$ cat src/rtl/nor_guard_pkg.sv
package nor_guard_pkg;

  typedef enum logic [2:0] {
    K_RDSR  = 3'd0,
    K_WREN  = 3'd1,
    K_WRDI  = 3'd2,
    K_WRSR  = 3'd3,
    K_PROG  = 3'd4,
    K_ERASE = 3'd5
  } reqKind_e;

  localparam logic [1:0] SZ_SECTOR = 2'd0;
  localparam logic [1:0] SZ_BLOCK  = 2'd1;
  localparam logic [1:0] SZ_CHIP   = 2'd2;

  typedef struct packed {
    logic setWel;
    logic clrWel;
    logic loadSr;
    logic startBusy;
  } strobe_t;

endpackage

$ cat src/rtl/nor_guard_dp.sv
module nor_guard_dp
  import nor_guard_pkg::*;
#(
  parameter int ADDR_W      = 19,
  parameter int BUSY_CYCLES = 8,
  parameter int PAGE_W      = 8,
  parameter int SECTOR_W    = 12,
  parameter int BLOCK_W     = 16
) (
  input  logic        clk,
  input  logic        rst_n,
  input  strobe_t     strb,
  input  logic [7:0]  reqData,
  input  logic [23:0] reqAddr,
  input  logic [2:0]  reqKind,
  input  logic [1:0]  reqSize,
  output logic        wip,
  output logic        wel,
  output logic        srp,
  output logic [3:0]  bp,
  output logic        hitProt,
  output logic [7:0]  statusByte
);
  localparam int CNT_W     = $clog2(BUSY_CYCLES + 1);
  localparam int MEM_BYTES = 1 << ADDR_W;
  localparam int BLK       = 1 << BLOCK_W;
  localparam int SEC       = 1 << SECTOR_W;
  localparam logic [ADDR_W-1:0] LAST     = '1;
  localparam logic [ADDR_W-1:0] PAGE_MSK = ADDR_W'((1 << PAGE_W) - 1);
  localparam logic [ADDR_W-1:0] SEC_MSK  = ADDR_W'(SEC - 1);
  localparam logic [ADDR_W-1:0] BLK_MSK  = ADDR_W'(BLK - 1);

  logic [CNT_W-1:0]  busyCnt;
  logic [3:0]        bpReg;
  logic              srpReg, welReg;
  logic              protAny;
  logic [ADDR_W-1:0] pLo, pHi, tAddr, tMask, tLo, tHi;
  logic              unusedDataBits;

  assign unusedDataBits = ^{reqData[6], reqData[1:0], reqAddr[23:ADDR_W]};

  // Protected range selected by the protect code
  always_comb begin
    protAny = 1'b1;
    pLo     = '0;
    pHi     = LAST;
    case (bpReg)
      4'b0000, 4'b1000: protAny = 1'b0;
      4'b0001: pLo = ADDR_W'(MEM_BYTES - BLK);
      4'b0010: pLo = ADDR_W'(MEM_BYTES - 2 * BLK);
      4'b0011: pLo = ADDR_W'(MEM_BYTES - 4 * BLK);
      4'b1001: pHi = ADDR_W'(MEM_BYTES - SEC - 1);
      4'b1010: pHi = ADDR_W'(MEM_BYTES - 2 * SEC - 1);
      4'b1011: pHi = ADDR_W'(MEM_BYTES - 4 * SEC - 1);
      4'b1100: pHi = ADDR_W'(MEM_BYTES - 8 * SEC - 1);
      4'b1101: pHi = ADDR_W'(MEM_BYTES - 2 * BLK - 1);
      4'b1110: pHi = ADDR_W'(MEM_BYTES - 4 * BLK - 1);
      default: ; // whole array
    endcase
  end

  // Target span of the request
  assign tAddr = reqAddr[ADDR_W-1:0];
  always_comb begin
    if (reqKind == K_PROG)           tMask = PAGE_MSK;
    else if (reqSize == SZ_SECTOR)   tMask = SEC_MSK;
    else if (reqSize == SZ_BLOCK)    tMask = BLK_MSK;
    else                             tMask = LAST;
  end
  assign tLo     = tAddr & ~tMask;
  assign tHi     = tAddr | tMask;
  assign hitProt = protAny && (tLo <= pHi) && (tHi >= pLo);

  // Status state
  always_ff @(posedge clk or negedge rst_n) begin
    if (!rst_n) begin
      bpReg   <= '0;
      srpReg  <= 1'b0;
      welReg  <= 1'b0;
      busyCnt <= '0;
    end else begin
      if (strb.loadSr) begin
        bpReg  <= reqData[5:2];
        srpReg <= reqData[7];
      end
      if (strb.setWel)
        welReg <= 1'b1;
      else if (strb.clrWel || busyCnt == CNT_W'(1))
        welReg <= 1'b0;
      if (strb.startBusy)
        busyCnt <= CNT_W'(BUSY_CYCLES);
      else if (busyCnt != '0)
        busyCnt <= busyCnt - CNT_W'(1);
    end
  end

  assign wip        = (busyCnt != '0);
  assign wel        = welReg;
  assign srp        = srpReg;
  assign bp         = bpReg;
  assign statusByte = {srpReg, 1'b0, bpReg, welReg, wip};

endmodule

$ cat src/rtl/nor_guard_ctrl.sv
module nor_guard_ctrl
  import nor_guard_pkg::*;
(
  input  logic       clk,
  input  logic       rst_n,
  input  logic       reqValid,
  input  logic [2:0] reqKind,
  input  logic [1:0] reqSize,
  input  logic       wpN,
  input  logic       wip,
  input  logic       wel,
  input  logic       srp,
  input  logic [3:0] bp,
  input  logic       hitProt,
  output strobe_t    strb,
  output logic       respValid,
  output logic       respAccept
);
  logic    ok;
  logic    writeOk;
  strobe_t want;

  assign writeOk = wel && !wip;

  always_comb begin
    ok   = 1'b0;
    want = '0;
    case (reqKind)
      K_RDSR: ok = 1'b1;
      K_WREN: begin ok = !wip; want.setWel = 1'b1; end
      K_WRDI: begin ok = !wip; want.clrWel = 1'b1; end
      K_WRSR: begin
        ok = writeOk && !(srp && !wpN);
        want.loadSr    = 1'b1;
        want.startBusy = 1'b1;
      end
      K_PROG: begin
        ok = writeOk && !hitProt;
        want.startBusy = 1'b1;
      end
      K_ERASE: begin
        if (reqSize == SZ_CHIP)
          ok = writeOk && (bp == 4'b0000);
        else if (reqSize == 2'd3)
          ok = 1'b0;
        else
          ok = writeOk && !hitProt;
        want.startBusy = 1'b1;
      end
      default: ok = 1'b0;
    endcase
  end

  assign strb = (reqValid && ok) ? want : '0;

  always_ff @(posedge clk or negedge rst_n) begin
    if (!rst_n) begin
      respValid  <= 1'b0;
      respAccept <= 1'b0;
    end else begin
      respValid  <= reqValid;
      respAccept <= reqValid && ok;
    end
  end

endmodule

$ cat src/rtl/nor_status_guard.sv
module nor_status_guard
  import nor_guard_pkg::*;
#(
  parameter int ADDR_W      = 19,
  parameter int BUSY_CYCLES = 8
) (
  input  logic        clk,
  input  logic        rst_n,
  input  logic        reqValid,
  input  logic [2:0]  reqKind,
  input  logic [7:0]  reqData,
  input  logic [23:0] reqAddr,
  input  logic [1:0]  reqSize,
  input  logic        wpN,
  output logic        respValid,
  output logic        respAccept,
  output logic [7:0]  statusByte
);
  strobe_t    strb;
  logic       wip, wel, srp, hitProt;
  logic [3:0] bp;

  nor_guard_ctrl u_ctrl (
    .clk, .rst_n, .reqValid, .reqKind, .reqSize, .wpN,
    .wip, .wel, .srp, .bp, .hitProt,
    .strb, .respValid, .respAccept
  );

  nor_guard_dp #(.ADDR_W(ADDR_W), .BUSY_CYCLES(BUSY_CYCLES)) u_dp (
    .clk, .rst_n, .strb, .reqData, .reqAddr, .reqKind, .reqSize,
    .wip, .wel, .srp, .bp, .hitProt, .statusByte
  );

endmodule

$ cat config.mk
export PLATFORM = sky130hd
export DESIGN_NAME = nor_status_guard
export DESIGN_NICKNAME = d
export VERILOG_FILES = /design/src/rtl/nor_guard_pkg.sv /design/src/rtl/nor_guard_dp.sv /design/src/rtl/nor_guard_ctrl.sv /design/src/rtl/nor_status_guard.sv
export SDC_FILE = /design/constraint.sdc
export NUM_CORES = 1
export LEC_CHECK = 0
export CAP_MARGIN = 20
export CORE_MARGIN = 2
export CORE_UTILIZATION = 55
export DETAILED_ROUTE_END_ITERATION = 10
export DONT_BUFFER_PORTS = 1
export PLACE_DENSITY = 0.7
export SYNTH_ARGS = -nofsm -noshare
export SYNTH_HDL_FRONTEND = slang
export SYNTH_SLANG_ARGS = --single-unit
$ cat constraint.sdc
create_clock -name clk -period 5.75 [get_ports clk]
set_clock_uncertainty 0.05 [all_clocks]
set_input_delay 0.2875 -clock clk [delete_from_list [all_inputs] [get_ports clk]]
set_output_delay 0.2875 -clock clk [all_outputs]
set_load 0.02 [all_outputs]
==> reports/qor.txt, run 1 <==
DRC Markers -> 0
Diode count -> 0
Leakage power -> 0.471 nW
Number of synthesized flops with an enable pin -> 0
Die ar. -> 2170 um^2
Via density -> 5.88
Post-synthesis sequential area ratio -> 0.301
Residual overflow from global routing -> 0
Slew margin rel. -> 0.648
Clk slew on worst S/H paths -> 0.07 ns
TritonRoute pass-1 iters -> 4
Synth Net Count -> 158
Max cap viols -> 0
Setup crit end kind -> flop
Drt wl/cell -> 13.5 um
Syn Area/Cell -> 9.24 um^2
Core area -> 1710 um^2
Tightest Hold Check Type -> input pin to flop
Multi-input logic area -> 649 um^2
Detailed-route wire length -> 1.82 mm
Fin. max-slew vios -> 0
Initial antenna violation count -> 0
RSZ-0062 raised after global routing -> no
Global-route usage over all layers -> 0.190
CTS H-tree depth -> 1
Layout cells sized above 1 -> 0.155
Synth Flop Type -> dfrtp_1
Most frequent cells in the layout -> dfrtp_1 (12), nand2_1 (9), ha_1 (9)
Library cells used by synthesis -> 35
Final worst path period share -> 0.404
Clk sinks -> 12
CTS tree -> built
Pwr Density -> 403 nW/um^2
Routability Congestion -> 0.795
Synthesized area -> 998 um^2
Tmin final -> 2.32 ns
Dpl hpwl -> 1.45 mm
Remaining antenna violation count -> 0
Post_cts resized -> 0
Mapped Cells -> 108
Vias in the first global route -> 681
Min setup slack post-route -> 3.43 ns
Worst skew pair latency -> 0.26 ns
Row cnt -> 15
I/O pins -> 51
First-pass GRT wire length -> 2.85 mm
Register area -> 300 um^2
Vias -> 794
Initial Util -> 0.585
Die Ht -> 46.6 um
Reg2reg setup slack -> 3.43 ns
Maximum vdd drop -> 0.291 mV
Largest net degree at the start of global routing -> 13
Fill cells -> 153
Hold Violations, Final -> 0
Crit Path Category -> flop to flop
Area grow syn2layout -> 5.76%
Highest Clock Rate -> 431 MHz
CP arrival -> 2.43 ns
Die W -> 46.6 um
Tightest Pin Transition -> 0.526 ns
Clock Tree Buf Depth -> 2
Total negative slack -> 0 ns
Final core occ -> 0.618
Hold slack -> 0.101 ns
# port buffers -> 0
Yosys warnings -> 0
Final nets -> 161
Worst slack at placement -> 3.44 ns
Critical path startpoint category -> flop
Async S/R FF share, synth -> 1.00
Commonest non-fill, non-tap cell in the layout -> dfrtp_1
Status -> completed
Total power draw -> 0.425 mW
CTS root buf -> clkbuf_4
Final setup fails -> 0
Initial DRC count -> 18
Synth Register Bits -> 12
Number of buffers created by CTS -> 3
Worst Path Required -> 5.86 ns
Max FO, Critical Path -> 6
kinds of logic (layout without fill, tap and decap cells):
group | Yosys count | after routing | synth area share
compound gates | 20 | 20 | 0.145
fa+ha+maj | 9 | 9 | 0.113
flops | 12 | 12 | 0.301
mux | 5 | 5 | 0.0752
other cells | 1 | 1 | 0.00376
simple gates | 51 | 51 | 0.305
xor+xnor | 1 | 1 | 0.00877
buf+inv | 9 | 11 | 0.0489
sequential cells by signal (all words and copies together) (netlist names):
signal and flops:
u_ctrl.respAccept 1, u_dp.srp 1, u_dp.wel 1, u_dp.bp 4
u_dp.busyCnt 4, u_ctrl.respValid 1
per-layer routing:
metal / share of wire / track usage
met5: 0 / 0
met4: 0 / 0.0343
met2: 0.47 / 0.292
met1: 0.44 / 0.245
met3: 0.095 / 0.0863
where the power goes:
part / internal [mW] / total [mW] / switching (mW)
Combinational: 0.0894 / 0.179 / 0.0899
Clock: 0.0384 / 0.0641 / 0.0257
Sequential: 0.115 / 0.182 / 0.0663
timing repair:
action,4_1_cts,5_1_grt
hold endpoints to repair,13,0
hold buffers,2,0
buffers inserted,0,0
per-stage QoR:
| step | instance area, um^2 | std cells |
|---|---|---|
| global route | 1060 | 135 |
| detailed placement | 1000 | 129 |
| finish | 1060 | 135 |
| CTS | 1060 | 135 |
| floorplan | 998 | 108 |
| global placement | 1000 | 129 |
critical path: stages, from the launching register on:
cell       delay [ns]
dfrtp_1          0.51
nor2_1           0.22
o21ai_0          0.16
nand2b_1         0.18
ha_1             0.19
nor3_1           0.20
o2111ai_1        0.12
a31oi_1          0.15
o2111ai_1        0.21
and3_1           0.22
synthesized netlist by cell type, types with 2 or more instances:
cell       number  area (um^2)
inv_1           4         15.0
ha_1            9          113
nand2b_1        8         50.1
nor2b_1         5         31.3
and3_1          2         12.5
nor2_1          8         30.0
a211oi_1        2         15.0
and2_1          2         12.5
o21ai_0         4         20.0
o2111ai_1       3         26.3
a21boi_0        2         15.0
o211ai_1        2         15.0
nand3_1         5         25.0
buf_4           4         30.0
nor3_1          5         25.0
nand2_1         9         33.8
mux2_4          5         75.1
dfrtp_1        12          300
area by class of cell:
type,instances,share of cell area
multi-input combinational,87,0.615
sequential,12,0.284
clock buffer,4,0.0344
tap,25,0.0296
timing repair buffer,2,0.0190
inverter,5,0.0178
worst paths after layout:
| check | cells after the start | to | start |
|---|---|---|---|
| worst min-delay path | 2 | u_ctrl.respAccept$_DFF_PN0_ | reqValid |
| worst max-delay path | 9 | u_dp.busyCnt[1]$_DFFE_PN0P_ | u_dp.bp[3]$_DFFE_PN0P_ |
| min in group asynchronous | 1 | u_dp.busyCnt[2]$_DFFE_PN0P_ | rst_n |
| worst max register to register | 9 | u_dp.busyCnt[1]$_DFFE_PN0P_ | u_dp.bp[3]$_DFFE_PN0P_ |
| worst min register to register | 3 | u_dp.busyCnt[1]$_DFFE_PN0P_ | u_dp.busyCnt[1]$_DFFE_PN0P_ |
| max in group asynchronous | 1 | u_dp.bp[0]$_DFFE_PN0P_ | rst_n |
Note: power is estimated with default switching activity, not from simulation.
==> run 2: changes to the inputs <==
==> constraint.sdc (replaced) <==
create_clock -name clk -period 2.28 [get_ports clk]
set_clock_uncertainty 0.05 [all_clocks]
set_input_delay 0.114 -clock clk [delete_from_list [all_inputs] [get_ports clk]]
set_output_delay 0.114 -clock clk [all_outputs]
set_load 0.02 [all_outputs]
==> run 2 against run 1 <==
Cell area rose by 15%. Combinational power rose to 3.4 times the previous value. Critical path depth did not move. Clock power rose to 2.6 times the previous value. Cell count rose by 12%. Flip-flop and latch count did not move. Sequential share of layout area fell by 3.5 points. Wire length rose by 14%. Highest routed layer is now met4.
==> reports/qor.txt, run 2 (same netlist as run 1, synthesis figures left out) <==
Final worst path period share -> 0.935 (+0.531)
Slew margin rel. -> 0.650 (+0.00176)
Die W -> 46.6 um (unchanged)
CTS tree -> built
Die ar. -> 2170 um^2 (unchanged)
Clock Tree Buf Depth -> 2 (unchanged)
Register area -> 302 um^2 (+0.42%)
Crit Path Category -> flop to flop
Maximum vdd drop -> 0.668 mV (+130%)
Final setup fails -> 0 (unchanged)
CP max stage delay -> 0.44 ns (-0.07 ns)
Residual overflow from global routing -> 0 (unchanged)
Die Ht -> 46.6 um (unchanged)
Remaining antenna violation count -> 0 (unchanged)
Dpl hpwl -> 1.55 mm (+7.1%)
Setup crit end kind -> flop
GRT met3 Usage -> 0.0667 (-0.0196)
Detailed-route wire length -> 2.09 mm (+14%)
Final nets -> 177 (+9.9%)
Multi-input logic area -> 663 um^2 (+2.1%)
Largest net degree at the start of global routing -> 13 (unchanged)
Initial Util -> 0.585 (unchanged)
Max cap viols -> 0 (unchanged)
Clk sinks -> 12 (unchanged)
Core area -> 1710 um^2 (unchanged)
Met2 usage -> 0.372 (+0.0806)
# port buffers -> 0 (unchanged)
Routability Congestion -> 0.835 (+5.0%)
Critical path startpoint category -> flop
First-pass GRT wire length -> 3.36 mm (+18%)
Layout cells sized above 1 -> 0.230 (+0.0756)
CTS root buf -> clkbuf_4
CP max-delay cell -> dfrtp_2
Initial DRC count -> 4 (-14)
Worst-path cell chain -> nor2_2, o21ai_1, nand2b_1, ha_1, nor3_2, o2111ai_1, a31oi_1, o2111ai_2, and3_1
Hold Violations, Final -> 0 (unchanged)
Status -> completed
Tightest Pin Transition -> 0.524 ns (-0.00263 ns)
Reg2reg setup slack -> 0.15 ns (-3.28 ns)
Highest Clock Rate -> 469 MHz (+8.9%)
Pwr Density -> 976 nW/um^2 (+140%)
Area grow syn2layout -> 21.3%
Leakage power -> 0.544 nW (+16%)
Fin. max-slew vios -> 0 (unchanged)
Global-route usage over all layers -> 0.222 (+0.0324)
Tmin final -> 2.13 ns (-0.190 ns)
Worst skew pair latency -> 0.27 ns (about the same)
TritonRoute pass-1 iters -> 4 (unchanged)
Crit path max-delay family -> simple AND/OR/NAND/NOR gates
DRC Markers -> 0 (unchanged)
Max FO, Critical Path -> 5 (-1)
Total power draw -> 1.18 mW (+180%)
Min setup slack post-route -> 0.149 ns (-3.28 ns)
Via density -> 5.50 (-6.4%)
Worst slack at placement -> 0.144 ns (-3.29 ns)
Commonest non-fill, non-tap cell in the layout -> dfrtp_1
Diode count -> 0 (unchanged)
Vias in the first global route -> 815 (+20%)
Final core occ -> 0.709 (+0.0908)
Most frequent cells in the layout -> dfrtp_1 (11), dlygate4sd3_1 (10), nand2_1 (9), ha_1 (9)
Row cnt -> 15 (unchanged)
Total negative slack -> 0 ns (unchanged)
Fill cells -> 141 (-7.8%)
Worst Path Required -> 2.40 ns (-3.46 ns)
Tightest Hold Check Type -> input pin to flop
Hold slack -> 0.0312 ns (-0.0702 ns)
CP arrival -> 2.25 ns (-0.18 ns)
GR Util met1 -> 0.270 (+0.0243)
Drt wl/cell -> 13.8 um (+2.4%)
Vias -> 831 (+4.7%)
I/O pins -> 51 (unchanged)
Most used routing layer -> met2
Number of buffers created by CTS -> 3 (unchanged)
Initial antenna violation count -> 0 (unchanged)
Clk slew on worst S/H paths -> 0.07 ns (about the same)
CTS H-tree depth -> 1 (unchanged)
Critical path buffer and inverter count -> 0 (unchanged)
-- run 2: layout make-up --
cell class | instances | share of cell area
clock buffer | 4 | 0.0300
inverter | 5 | 0.0155
multi-input combinational | 87 | 0.548
sequential | 12 | 0.249
tap | 25 | 0.0258
timing repair buffer | 18 | 0.132
-- run 2: what timing repair did --
action,in CTS,in global routing
endpoints found under the hold margin,20,1
buffers inserted,0,2
setup endpoints to repair,0,3
hold buffers,9,1
resized for setup,0,5
-- run 2: where the power goes --
part | switching (mW) | internal (mW) | leakage [nW]
logic | 0.304 | 0.301 | 0.376
registers | 0.117 | 0.293 | 0.147
clock network | 0.0690 | 0.0971 | 0.0210
-- run 2: layer usage --
metal / vias up / share of wire
li1: 424 / -
met1: 379 / 0.44
met2: 26 / 0.49
met3: 2 / 0.059
met4: 0 / 0.0086
met5: - / 0
-- run 2: final timing paths --
kind / startpoint / end / depth (start not counted)
max in group asynchronous: rst_n / u_dp.bp[3]$_DFFE_PN0P_ / 1
worst min register to register: u_dp.busyCnt[1]$_DFFE_PN0P_ / u_dp.busyCnt[1]$_DFFE_PN0P_ / 3
min in group asynchronous: rst_n / u_dp.bp[1]$_DFFE_PN0P_ / 1
worst max-delay path: u_dp.bp[3]$_DFFE_PN0P_ / u_dp.busyCnt[1]$_DFFE_PN0P_ / 9
worst min-delay path: reqValid / u_dp.wel$_DFFE_PN0P_ / 2
worst max register to register: u_dp.bp[3]$_DFFE_PN0P_ / u_dp.busyCnt[1]$_DFFE_PN0P_ / 9
-- run 2: through the flow --
step | instance area, um^2 | instances
floorplan | 998 | 108
global placement | 1040 | 135
detailed placement | 1040 | 135
CTS | 1170 | 148
global route | 1210 | 151
finish | 1210 | 151
==> run 3: changes to the inputs <==
--- a/config.mk
+++ b/config.mk
@@ -7,10 +7,10 @@
 export LEC_CHECK = 0
 export CAP_MARGIN = 20
 export CORE_MARGIN = 2
-export CORE_UTILIZATION = 55
+export CORE_UTILIZATION = 45
 export DETAILED_ROUTE_END_ITERATION = 10
 export DONT_BUFFER_PORTS = 1
-export PLACE_DENSITY = 0.7
 export SYNTH_ARGS = -nofsm -noshare
 export SYNTH_HDL_FRONTEND = slang
 export SYNTH_SLANG_ARGS = --single-unit
+export TNS_END_PERCENT = 10
==> run 3 against run 2 <==
Global-route usage is 4.2 points lower. Fmax is essentially flat. Combinational power about the same. Critical path type unchanged. Clock power is 2% higher. Worst setup slack improved by 0.0016 ns. First-iteration DRC count rose to 2.8 times the previous value. Register-to-register slack about the same. Die area grew 20%.
==> reports/qor.txt, run 3 (same netlist as run 1, synthesis figures left out) <==
CTS tree -> built
Crit Path Category -> flop to flop
Worst skew pair latency -> 0.27 ns (about the same)
Row cnt -> 17 (+2)
Tightest Hold Check Type -> input pin to flop
Dpl hpwl -> 1.63 mm (+4.6%)
Worst Path Required -> 2.40 ns (about the same)
Clock Tree Buf Depth -> 2 (unchanged)
Maximum vdd drop -> 0.685 mV (+2.5%)
Global-route usage over all layers -> 0.180 (-0.0417)
Via density -> 5.32 (-3.3%)
Pwr Density -> 968 nW/um^2 (-0.82%)
Die Ht -> 51.1 um (+9.7%)
Critical path buffer and inverter count -> 0 (unchanged)
Number of buffers created by CTS -> 3 (unchanged)
CP max-delay cell -> dfrtp_2
Vias in the first global route -> 806 (-1.1%)
Fin. max-slew vios -> 0 (unchanged)
Clk sinks -> 12 (unchanged)
Critical path startpoint category -> flop
Clk slew on worst S/H paths -> 0.08 ns (about the same)
Max layer used -> met4
Die ar. -> 2610 um^2 (+20%)
Residual overflow from global routing -> 0 (unchanged)
Die W -> 51.1 um (+9.7%)
Reg2reg setup slack -> 0.15 ns (about the same)
Non-Filler Instances -> 156 (+3.3%)
CP arrival -> 2.25 ns (about the same)
Final nets -> 179 (+1.1%)
Tightest Pin Transition -> 0.549 ns (+0.0248 ns)
Final worst path period share -> 0.934 (about the same)
Layout cells sized above 1 -> 0.250 (+0.0198)
Leakage power -> 0.553 nW (+1.6%)
Slew margin rel. -> 0.633 (-0.0166)
I/O pins -> 51 (unchanged)
Hold slack -> 0.0193 ns (-0.0119 ns)
# port buffers -> 0 (unchanged)
Max cap viols -> 0 (unchanged)
Remaining antenna violation count -> 0 (unchanged)
CTS H-tree depth -> 1 (unchanged)
Tmin final -> 2.13 ns (-0.00157 ns)
Area grow syn2layout -> 22.8%
Highest Clock Rate -> 470 MHz (about the same)
Status -> completed
Vias -> 830 (-0.12%)
Max FO, Critical Path -> 6 (+1)
Wire length on met3 -> 120 um (-1.6%)
Largest net degree at the start of global routing -> 13 (unchanged)
Initial DRC count -> 11 (+7)
CP max stage delay -> 0.44 ns (about the same)
Crit path max-delay family -> simple AND/OR/NAND/NOR gates
Detailed-route wire length -> 2.12 mm (+1.5%)
Initial antenna violation count -> 0 (unchanged)
Most frequent cells in the layout -> buf_4 (11), dfrtp_1 (10), nand2_1 (9), ha_1 (9), dlygate4sd3_1 (9)
Worst-path cell chain -> nor2_1, o21ai_0, nand2b_1, ha_1, nor3_2, o2111ai_1, a31oi_1, o2111ai_2, and3_1
Dpl cells -> 139 (+3.0%)
Setup crit end kind -> flop
Initial Util -> 0.465 (-0.120)
DRC Markers -> 0 (unchanged)
Core area -> 2150 um^2 (+26%)
Final core occ -> 0.571 (-0.138)
Hold Violations, Final -> 0 (unchanged)
Final setup fails -> 0 (unchanged)
Drt wl/cell -> 13.6 um (-1.8%)
Routability Congestion -> 0.780 (-6.5%)
CTS root buf -> clkbuf_4
First-pass GRT wire length -> 3.44 mm (+2.3%)
Commonest non-fill, non-tap cell in the layout -> buf_4
TritonRoute pass-1 iters -> 4 (unchanged)
Met1 WL -> 926 um (+1.6%)
Diode count -> 0 (unchanged)
Met2 wire length -> 1.05 mm (+1.8%)
[run 3: cell types whose count changed in the layout (fill, tap and decap cells not counted)]
| cell | before | now |
|---|---|---|
| buf_4 | 8 | 11 |
| o21ai_0 | 3 | 4 |
| nor2_1 | 7 | 8 |
| o21ai_1 | 1 | 0 |
| dlygate4sd3_1 | 10 | 9 |
| nor2_2 | 1 | 0 |
| dfrtp_1 | 11 | 10 |
| dfrtp_2 | 1 | 2 |
[run 3: stage by stage]
step	setup slack [ns]	setup TNS, ns	power, mW	area, um^2
finish	0.151	0	1.19	1230
global route	-0.0139	-0.0170	1.29	1230
CTS	0.101	0	1.17	1180
detailed placement	0.132	0	0.972	1060
global placement	0.111	0	0.960	1060
floorplan	0.254	0	0.848	998
[run 3: final timing paths]
| kind | start | endpoint | depth (start not counted) |
|---|---|---|---|
| worst max-delay path | u_dp.bp[2]$_DFFE_PN0P_ | u_dp.busyCnt[1]$_DFFE_PN0P_ | 9 |
| worst min-delay path | reqKind[1] | u_ctrl.respAccept$_DFF_PN0_ | 3 |
| worst max register to register | u_dp.bp[2]$_DFFE_PN0P_ | u_dp.busyCnt[1]$_DFFE_PN0P_ | 9 |
| worst min register to register | u_dp.busyCnt[1]$_DFFE_PN0P_ | u_dp.busyCnt[1]$_DFFE_PN0P_ | 3 |
| max in group asynchronous | rst_n | u_dp.bp[2]$_DFFE_PN0P_ | 1 |
| min in group asynchronous | rst_n | u_dp.busyCnt[1]$_DFFE_PN0P_ | 1 |
[run 3: power breakdown]
part | switching (mW) | internal (mW) | leakage [nW]
Clock | 0.0734 | 0.0971 | 0.0210
Sequential | 0.113 | 0.295 | 0.146
Combinational | 0.301 | 0.307 | 0.386
Total | 0.488 | 0.698 | 0.553
[run 3: layer usage]
layer  vias to the layer above  global-route usage
met2                        24               0.318
met4                         0              0.0541
met1                       374               0.205
met3                         4              0.0585
li1                        428                   -
met5                         -                   0
[run 3: final cells by class]
type | count | area, um^2
Clock buffer | 4 | 36.3
Fill cell | 204 | 922
Inverter | 5 | 18.8
Multi-Input combinational cell | 87 | 661
Sequential cell | 12 | 303
Tap cell | 28 | 35.0
Timing Repair Buffer | 20 | 173
[run 3: repair_timing]
action                                 4_1_cts  5_1_grt
endpoints found under the hold margin       20        0
setup endpoints to repair                    0        2
hold buffers                                 9        0
buffers inserted                             0        4
gates resized for setup                      0        4
[run 3: worst reg2reg max path, delay by kind of cell, from the launching register on]
kind	cells	cell delay, ns
and+or+nand+nor	4	0.67
AOI/OAI and AO/OA	4	0.67
DFF	1	0.44
adders and majority gates	1	0.20
